--- config.mk ---
export PLATFORM = sky130hd
export DESIGN_NAME = fault_status_shift
export DESIGN_NICKNAME = d
export VERILOG_FILES = /design/src/rtl/fss_pkg.sv /design/src/rtl/fss_code_field.sv /design/src/rtl/fss_ctrl.sv /design/src/rtl/fss_datapath.sv /design/src/rtl/fault_status_shift.sv
export SDC_FILE = /design/constraint.sdc
export NUM_CORES = 1
export LEC_CHECK = 0
export ABC_AREA = 1
export CAP_MARGIN = 20
export CORE_UTILIZATION = 57
export DETAILED_ROUTE_END_ITERATION = 6
export PLACE_DENSITY = 0.8
export SYNTH_ARGS = -nofsm -noshare
export SYNTH_HDL_FRONTEND = slang
export SYNTH_HIERARCHICAL = 1
export SYNTH_SLANG_ARGS = --single-unit
--- constraint.sdc ---
create_clock -name clk -period 1.7 [get_ports clk]
set_clock_uncertainty 0.2 [all_clocks]
set_input_delay 0.255 -clock clk [delete_from_list [all_inputs] [get_ports clk]]
set_output_delay 0.255 -clock clk [all_outputs]
set_load 0.1 [all_outputs]
--- src/rtl/fss_pkg.sv ---
package fss_pkg;

  localparam int COLORS        = 3;
  localparam int CH_PER_COLOR  = 8;
  localparam int CH            = COLORS * CH_PER_COLOR;
  localparam int RSV_LO_W      = 144;
  localparam int RSV_HI_W      = 12;
  localparam int FLAG_N        = 4;
  localparam int CODE_W        = 3;
  localparam int SR_W          = 2 * CH + CH + FLAG_N + 2 * CODE_W + 2 + RSV_HI_W + 2 * CH + RSV_LO_W;

  localparam int SHORT1_LSB    = RSV_LO_W;
  localparam int SHORT2_LSB    = SHORT1_LSB + CH;
  localparam int NEG2_POS      = SHORT2_LSB + CH + RSV_HI_W;
  localparam int NEG1_POS      = NEG2_POS + 1;
  localparam int ST_CODE_LSB   = NEG1_POS + 1;
  localparam int REF_OPEN_POS  = ST_CODE_LSB + CODE_W;
  localparam int REF_SHORT_POS = REF_OPEN_POS + 1;
  localparam int ADJ_CODE_LSB  = REF_SHORT_POS + 1;
  localparam int PRE_TEMP_POS  = ADJ_CODE_LSB + CODE_W;
  localparam int OVER_TEMP_POS = PRE_TEMP_POS + 1;
  localparam int ADJ_CHAN_LSB  = OVER_TEMP_POS + 1;
  localparam int OPEN1_LSB     = ADJ_CHAN_LSB + CH;
  localparam int OPEN2_LSB     = OPEN1_LSB + CH;

  localparam logic [CODE_W-1:0] CODE_NONE = 3'b000;
  localparam logic [CODE_W-1:0] CODE_PASS = 3'b011;
  localparam logic [CODE_W-1:0] CODE_FAIL = 3'b110;

  typedef struct packed {
    logic load;
    logic shift;
    logic clearFlags;
    logic capture;
  } fss_strobe_t;

endpackage

--- src/rtl/fss_code_field.sv ---
module fss_code_field
  import fss_pkg::*;
(
  input  logic              clk,
  input  logic              rst,
  input  logic              clear,
  input  logic              done,
  input  logic              fail,
  output logic [CODE_W-1:0] code
);

  logic [CODE_W-1:0] codeNext;

  always_comb begin
    codeNext = code;
    if (done) begin
      if (fail) begin
        codeNext = CODE_FAIL;
      end else if ((code == CODE_FAIL) && !clear) begin
        codeNext = CODE_FAIL;
      end else begin
        codeNext = CODE_PASS;
      end
    end else if (clear) begin
      codeNext = CODE_NONE;
    end
  end

  always_ff @(posedge clk) begin
    if (rst) begin
      code <= CODE_NONE;
    end else begin
      code <= codeNext;
    end
  end

endmodule

--- src/rtl/fss_ctrl.sv ---
module fss_ctrl
  import fss_pkg::*;
(
  input  logic        clk,
  input  logic        rst,
  input  logic        enable,
  input  logic        sclkIn,
  input  logic        loadStrobe,
  input  logic        clearErr,
  input  logic        pwmCycleEnd,
  output fss_strobe_t strb
);

  logic sclkQ;
  logic sclkRise;

  always_ff @(posedge clk) begin
    if (rst) begin
      sclkQ <= 1'b0;
    end else begin
      sclkQ <= sclkIn;
    end
  end

  assign sclkRise = sclkIn & ~sclkQ;

  always_comb begin
    strb.load       = loadStrobe & enable;
    strb.shift      = sclkRise & enable;
    strb.clearFlags = clearErr;
    strb.capture    = pwmCycleEnd;
  end

endmodule

--- src/rtl/fss_datapath.sv ---
module fss_datapath
  import fss_pkg::*;
(
  input  logic            clk,
  input  logic            rst,
  input  fss_strobe_t     strb,
  input  logic [CH-1:0]   openSet1,
  input  logic [CH-1:0]   openSet2,
  input  logic [CH-1:0]   shortSet1,
  input  logic [CH-1:0]   shortSet2,
  input  logic [CH-1:0]   adjShortChan,
  input  logic            adjCheckDone,
  input  logic            adjCheckFail,
  input  logic            selfTestDone,
  input  logic            selfTestFail,
  input  logic            overTemp,
  input  logic            preTempWarn,
  input  logic            refShort,
  input  logic            refOpen,
  output logic [SR_W-1:0] statusImage,
  output logic [SR_W-1:0] shiftReg
);

  localparam int SETS = 4;

  logic [SETS-1:0][CH-1:0] setRaw;
  logic [SETS-1:0][CH-1:0] setQ;
  logic [CH-1:0]           adjChanQ;
  logic                    neg1Q;
  logic                    neg2Q;
  logic [FLAG_N-1:0]       flagRaw;
  logic [FLAG_N-1:0]       flagQ;
  logic [CODE_W-1:0]       adjCode;
  logic [CODE_W-1:0]       stCode;

  // Set order: 0 open1, 1 open2, 2 short1, 3 short2
  assign setRaw[0] = openSet1;
  assign setRaw[1] = openSet2;
  assign setRaw[2] = shortSet1;
  assign setRaw[3] = shortSet2;

  for (genvar s = 0; s < SETS; s++) begin : g_set
    always_ff @(posedge clk) begin
      if (rst) begin
        setQ[s] <= '0;
      end else if (strb.capture) begin
        setQ[s] <= setRaw[s];
      end
    end
  end

  always_ff @(posedge clk) begin
    if (rst) begin
      neg1Q <= 1'b0;
      neg2Q <= 1'b0;
    end else if (strb.capture) begin
      neg1Q <= ~neg1Q;
      neg2Q <= ~neg2Q;
    end
  end

  always_ff @(posedge clk) begin
    if (rst) begin
      adjChanQ <= '0;
    end else if (adjCheckDone) begin
      adjChanQ <= adjShortChan;
    end
  end

  // Flag order: 3 over-temp, 2 pre-temp, 1 ref short, 0 ref open
  assign flagRaw = {overTemp, preTempWarn, refShort, refOpen};

  for (genvar f = 0; f < FLAG_N; f++) begin : g_flag
    always_ff @(posedge clk) begin
      if (rst) begin
        flagQ[f] <= 1'b0;
      end else if (flagRaw[f]) begin
        flagQ[f] <= 1'b1;
      end else if (strb.clearFlags) begin
        flagQ[f] <= 1'b0;
      end
    end
  end

  fss_code_field u_adjCode (
    .clk   (clk),
    .rst   (rst),
    .clear (strb.clearFlags),
    .done  (adjCheckDone),
    .fail  (adjCheckFail),
    .code  (adjCode)
  );

  fss_code_field u_stCode (
    .clk   (clk),
    .rst   (rst),
    .clear (strb.clearFlags),
    .done  (selfTestDone),
    .fail  (selfTestFail),
    .code  (stCode)
  );

  always_comb begin
    statusImage = '0;
    statusImage[OPEN2_LSB +: CH]        = setQ[1];
    statusImage[OPEN1_LSB +: CH]        = setQ[0];
    statusImage[ADJ_CHAN_LSB +: CH]     = adjChanQ;
    statusImage[OVER_TEMP_POS]          = flagQ[3];
    statusImage[PRE_TEMP_POS]           = flagQ[2];
    statusImage[ADJ_CODE_LSB +: CODE_W] = adjCode;
    statusImage[REF_SHORT_POS]          = flagQ[1];
    statusImage[REF_OPEN_POS]           = flagQ[0];
    statusImage[ST_CODE_LSB +: CODE_W]  = stCode;
    statusImage[NEG1_POS]               = neg1Q;
    statusImage[NEG2_POS]               = neg2Q;
    statusImage[SHORT2_LSB +: CH]       = setQ[3];
    statusImage[SHORT1_LSB +: CH]       = setQ[2];
  end

  always_ff @(posedge clk) begin
    if (rst) begin
      shiftReg <= '0;
    end else if (strb.load) begin
      shiftReg <= statusImage;
    end else if (strb.shift) begin
      shiftReg <= {shiftReg[SR_W-2:0], 1'b0};
    end
  end

endmodule

--- src/rtl/fault_status_shift.sv ---
module fault_status_shift
  import fss_pkg::*;
(
  input  logic          clk,
  input  logic          rst,
  input  logic          enable,
  input  logic          sclkIn,
  input  logic          loadStrobe,
  input  logic          clearErr,
  input  logic          pwmCycleEnd,
  input  logic [CH-1:0] openSet1,
  input  logic [CH-1:0] openSet2,
  input  logic [CH-1:0] shortSet1,
  input  logic [CH-1:0] shortSet2,
  input  logic [CH-1:0] adjShortChan,
  input  logic          adjCheckDone,
  input  logic          adjCheckFail,
  input  logic          selfTestDone,
  input  logic          selfTestFail,
  input  logic          overTemp,
  input  logic          preTempWarn,
  input  logic          refShort,
  input  logic          refOpen,
  output logic          serOut
);

  fss_strobe_t     strb;
  logic [SR_W-1:0] statusImage;
  logic [SR_W-1:0] shiftReg;

  fss_ctrl u_ctrl (
    .clk         (clk),
    .rst         (rst),
    .enable      (enable),
    .sclkIn      (sclkIn),
    .loadStrobe  (loadStrobe),
    .clearErr    (clearErr),
    .pwmCycleEnd (pwmCycleEnd),
    .strb        (strb)
  );

  fss_datapath u_dp (
    .clk          (clk),
    .rst          (rst),
    .strb         (strb),
    .openSet1     (openSet1),
    .openSet2     (openSet2),
    .shortSet1    (shortSet1),
    .shortSet2    (shortSet2),
    .adjShortChan (adjShortChan),
    .adjCheckDone (adjCheckDone),
    .adjCheckFail (adjCheckFail),
    .selfTestDone (selfTestDone),
    .selfTestFail (selfTestFail),
    .overTemp     (overTemp),
    .preTempWarn  (preTempWarn),
    .refShort     (refShort),
    .refOpen      (refOpen),
    .statusImage  (statusImage),
    .shiftReg     (shiftReg)
  );

  assign serOut = shiftReg[SR_W-1];

endmodule

==> flow_metrics.tcl, run 1 <==
set metrics [dict create \
    status "complete, no violations" \
    critPathTopFamily "flip-flops" \
    criticalPathCategory "reg -> out" \
    use_met3_pct 3.722 \
    syn-instance-count 1635 \
    grt_busiest_layer "met2" \
    hold_viol 0 \
    globalRouteMet1Util_pct 33.36 \
    ir_drop_v 0.0008052 \
    vias 10195 \
    first_pass_iters 7 \
    hold_buffers 0 \
    antennaDiodeCount 0 \
    clk_latency_ns 0.54 \
    drv_slew 0 \
    clkTransAtPathRegs_ns 0.06 \
    die-area_sq_um 20380 \
    root_buffer "clkbuf_16" \
    p_leak_uw 0.006279 \
    maxSlewHeadroom_pct 77.85 \
    fin_crit_sh_pct 96.57 \
    tns_ns 0 \
    rsz0062_at_grt "no" \
    multiInputGateArea_sq_um 4962 \
    cts.sinks 277 \
    required_ns 1.24 \
    worstPathMaxFanout 2 \
    whs_ns 0.1026 \
    vias_per_cell 5.060 \
    route.detailed.drc 0 \
    layout.nets 1863 \
    die_x_microns 142.8 \
    critPathCaptureType "output port" \
    fin_cells 2015 \
    drive_above_1_share_pct 6.057 \
    layout_min_cycle_time_ns 1.642 \
    grt_max_degree 73 \
    tightest_slew_ns 0.3312 \
    grt.overflow.total 0 \
    slowest_delay_ns 0.44 \
    grt_use_met2_pct 43.19 \
    design.core.area_sq_um 19460 \
    max_freq_mhz 609.2 \
    port_buffers 135 \
    syn_to_final_growth_pct 22.59 \
    ctsResizeCount 0 \
    power_density_nw_per_um2 1113 \
    yosysWarnings 6 \
    drt_wl_total_microns 25510 \
    die_h_microns 142.8 \
    postCtsSetupBuffers 0 \
    total_power_uw 15410 \
    grt_usage_pct 25.06 \
    crit_buf_inv 1 \
    place_congestion 0.7923 \
    setup_viol 0 \
    rows 51 \
    netlist_area_sq_um 11290 \
    path_cells "buf_12" \
    clockBufferDepth 3 \
    grt_pass1_vias 9380 \
    hpwl_microns 15620 \
    avgSynthCellArea_sq_um 6.906 \
    fillerInstances 1526 \
    slowest_stage "dfxtp_1" \
    cp-start-kind "register" \
    ff2ff_setup_slack_ns 0.11 \
    ant_nets 0 \
    cp_data_arrival_time_ns 1.19 \
    grt_pass1_wl_microns 42380 \
    max-cap-violations 0 \
    boundaryPins 136 \
    placedCellCount 1962 \
    first_iter_violations 647 \
    routedWlPerCell_microns 12.66 \
    hold_class "in -> reg" \
    start_util_pct 58.02 \
    antenna_found_initial 0 \
    seqCellArea_sq_um 5545 \
    cts_buffers 29 \
    cts_tree "done" \
    synthesis.nets 1770 \
    htreeDepth 1 \
]
registers in the layout, indices dropped and copies added, names as in the netlist:
signal               count
u_ctrl/sclkQ             1
u_dp/u_adjCode/code      3
u_dp/u_stCode/code       3
u_dp/statusImage       100
u_dp/neg2Q               1
u_dp/shiftReg          144
u_dp/neg1Q               1
u_dp/adjChanQ           24
area by class of cell:
class	instances	share of cell area, %
Tap cell	265	2.395
Timing Repair Buffer	177	13.79
Clock inverter	14	1.048
Inverter	30	0.9129
Clock buffer	39	5.947
Multi-Input combinational cell	1213	35.85
Sequential cell	277	40.06
per-stage QoR:
step | utilization (%) | setup WS (ns) | cell area, sq um
2_1_floorplan | - | 0.2298 | 11290
3_3_place_gp | 66.15 | -0.3248 | 12870
3_5_place_dp | 66.15 | -0.3439 | 12870
4_1_cts | 71.13 | 0.06685 | 13840
5_1_grt | 71.13 | 0.03807 | 13840
6_report | 71.13 | 0.05839 | 13840
report_power, final:
part           internal [uW]  leakage [uW]  switching, uW
Sequential              6970       0.00229            241
Combinational            845       0.00350           1010
Clock                   3830      0.000491           2510
Total                  11600       0.00628           3760
final timing paths:
check,startpoint,endpoint,cells past startpoint
max reg2reg,u_ctrl/sclkQ,u_dp/shiftReg[196],6
min,openSet1[7],u_dp/statusImage[247],3
min reg2reg,u_dp/shiftReg[199],u_dp/shiftReg[199],2
max,u_dp/shiftReg[287],serOut,1
cells in the final DEF (no fill, tap or decap):
master,instances
nor2_1,492
inv_6,1
nand2_1,425
a21oi_1,23
inv_4,3
xnor2_1,2
inv_2,2
clkbuf_8,6
clkinv_2,12
bufinv_16,3
nand3_1,20
clkbuf_1,4
clkdlybuf4s50_1,133
dfxtp_1,277
o21bai_1,2
buf_2,1
nor2_8,1
clkbuf_16,29
inv_1,23
o21ai_1,110
o21ai_0,133
a21oi_2,2
nor2_2,3
buf_4,23
buf_12,20
routing by layer:
metal / routed length (microns) / vias to the layer above / part of all wire (%)
met4: 399 / 0 / 1.6
met1: 11640 / 4626 / 46
li1: - / 5288 / -
met2: 12120 / 246 / 48
met5: 0 / - / 0
met3: 1342 / 35 / 5.3
Power figures use the tool's default switching activity.
==> run 2, diff against run 1 <==
--- a/config.mk
+++ b/config.mk
@@ -9,6 +9,7 @@
 export CAP_MARGIN = 20
 export CORE_UTILIZATION = 57
 export DETAILED_ROUTE_END_ITERATION = 6
+export GPL_TIMING_DRIVEN = 0
 export PLACE_DENSITY = 0.8
 export SYNTH_ARGS = -nofsm -noshare
 export SYNTH_HDL_FRONTEND = slang
==> run 2 against run 1 <==
  * Non-clock buffer count rose by 74
  * Cell count rose by 3.7%
  * Global-route usage rose by 2.8 points
  * Routed wire length rose by 8.6%
  * Die area did not move
  * Clock power rose by 6.0%
  * Via count rose by 3.3%
  * Sequential cell count did not move
  * Combinational power rose by 3%
  * Sequential share of layout area fell by 0.60 points
  * Fmax fell by 1.5%
  * Worst setup slack got worse by 0.026 ns
  * Critical endpoint unchanged
  * Largest cell class unchanged
==> flow_metrics.tcl, run 2 (synthesis gave the netlist of run 1 again) <==
set metrics [dict create \
    status "complete, no violations" \
    criticalPathCategory "reg -> out" \
    first_pass_iters 5 \
    place_ws_ns -0.8084 \
    cts.sinks 277 \
    p_sw_uw 3842 \
    drv_slew 0 \
    htreeDepth 1 \
    routedWlPerCell_microns 13.26 \
    start_util_pct 58.02 \
    whs_endpoint "u_ctrl/sclkQ" \
    fillerInstances 1575 \
    maxSlewHeadroom_pct 63.45 \
    die_x_microns 142.8 \
    hold_class "in -> reg" \
    final_cell_mix "492 x nor2_1, 425 x nand2_1, 277 x dfxtp_1, 133 x o21ai_0, 131 x clkdlybuf4s50_1" \
    design.core.area_sq_um 19460 \
    p_int_uw 12010 \
    tightest_slew_ns 0.5483 \
    power_density_nw_per_um2 1128 \
    r2r_cells 8 \
    place_congestion 0.8188 \
    cts_buffers 29 \
    fin_util_pct 72.21 \
    first_iter_violations 692 \
    critPathTopFamily "flip-flops" \
    final_common_cell "nor2_1" \
    drive_above_1_share_pct 8.333 \
    cts_tree "done" \
    grt_pass1_vias 9855 \
    hpwl_microns 18820 \
    whs_ns 0.06741 \
    drt_wl_total_microns 27700 \
    worstPathMaxFanout 2 \
    cp_data_arrival_time_ns 1.21 \
    hold_viol 0 \
    fin_crit_sh_pct 98.08 \
    required_ns 1.24 \
    multiInputGateArea_sq_um 4966 \
    r2r_start "u_ctrl/sclkQ" \
    layout_min_cycle_time_ns 1.667 \
    root_buffer "clkbuf_16" \
    die_h_microns 142.8 \
    syn_to_final_growth_pct 24.45 \
    swShare_pct 24.24 \
    setup_slack_ns 0.03258 \
    hold_depth 3 \
    max-cap-violations 0 \
    clockBufferDepth 3 \
    layout.nets 1937 \
    cp-start-kind "register" \
    rows 51 \
    port_buffers 133 \
    p_leak_uw 0.006465 \
    route.detailed.drc 0 \
    total_power_uw 15850 \
    slowest_stage "dfxtp_1" \
    rsz0062_at_grt "no" \
    clkPwrFrac_pct 42.4 \
    path_cells "buf_6" \
    grt.overflow.total 0 \
    slowest_delay_ns 0.42 \
    p_comb_share_pct 12.1 \
    die-area_sq_um 20380 \
    boundaryPins 136 \
    seqCellArea_sq_um 5545 \
    grt_pass1_wl_microns 46200 \
    antennaDiodeCount 0 \
    grt_max_degree 14 \
    critPathCaptureType "output port" \
    worstHoldStart "sclkIn" \
    max_freq_mhz 599.7 \
    grt_usage_pct 27.91 \
    crit_buf_inv 1 \
    largest_reg_flops 144 \
    postCtsSetupBuffers 0 \
    pwr-share-seq_pct 45.5 \
    ff2ff_setup_slack_ns 0.09 \
    clkTransAtPathRegs_ns 0.06 \
    ant_nets 0 \
    vias_per_cell 5.041 \
    reg2reg_to "u_dp/shiftReg[284]" \
    ir_drop_v 0.0008965 \
    vias 10530 \
    clk_latency_ns 0.54 \
    setup_viol 0 \
    antenna_found_initial 0 \
    largest_register "u_dp/shiftReg" \
]
==> run 2: metal layers <==
layer  global-route usage (%)  share of wire (%)  wire length, microns
met5                        0                  0                     0
met4                    7.697                1.9                   531
met1                    37.04                 46                 12820
met2                    47.68                 46                 12860
met3                    3.555                5.4                  1489
==> run 2: repair_timing <==
| action | 4_1_cts | 5_1_grt |
|---|---|---|
| hold endpoints to repair | 10 | 5 |
| setup endpoints to repair | 181 | 171 |
| gates resized for setup | 18 | 28 |
| hold buffers | 1 | 2 |
| pin swaps | 0 | 1 |
==> run 2: worst max-delay path by stage <==
stage	startpoint	end	slack, ns	cells after the start
5_1_grt	u_ctrl/sclkQ	u_dp/shiftReg[253]	0.003	8
3_5_place_dp	rst	u_dp/adjChanQ[20]	-0.81	6
2_1_floorplan	u_dp/shiftReg[287]	u_dp/shiftReg[287]	0.23	4
6_report	u_dp/shiftReg[287]	serOut	0.03	1
3_3_place_gp	rst	u_dp/statusImage[168]	-0.75	6
4_1_cts	rst	u_dp/shiftReg[184]	-0.03	6
==> run 2: per-stage QoR <==
step                instance area (sq um)  cells  TNS, ns
detailed placement                  12950   2033  -145.79
floorplan                           11290   1635        0
finish                              14050   2089        0
CTS                                 14010   2087  -0.3369
global placement                    12950   2033  -141.94
global route                        14050   2089        0
==> run 2: final cells by class <==
type / instances / share of cell area (%)
Buffer: 115 / 5.012
Clock buffer: 42 / 6.010
Clock inverter: 11 / 1.309
Inverter: 30 / 0.8013
Multi-Input combinational cell: 1213 / 35.34
Sequential cell: 277 / 39.46
Tap cell: 265 / 2.359
Timing Repair Buffer: 136 / 9.713
==> run 2: power groups by stage <==
stage / combinational [uW] / sequential (uW) / clock (uW)
detailed placement: 1870 / 7330 / 0
floorplan: 1220 / 7280 / 0
global placement: 1830 / 7320 / 0
global route: 2170 / 7250 / 7100
finish: 1920 / 7210 / 6720
CTS: 1900 / 7200 / 6810
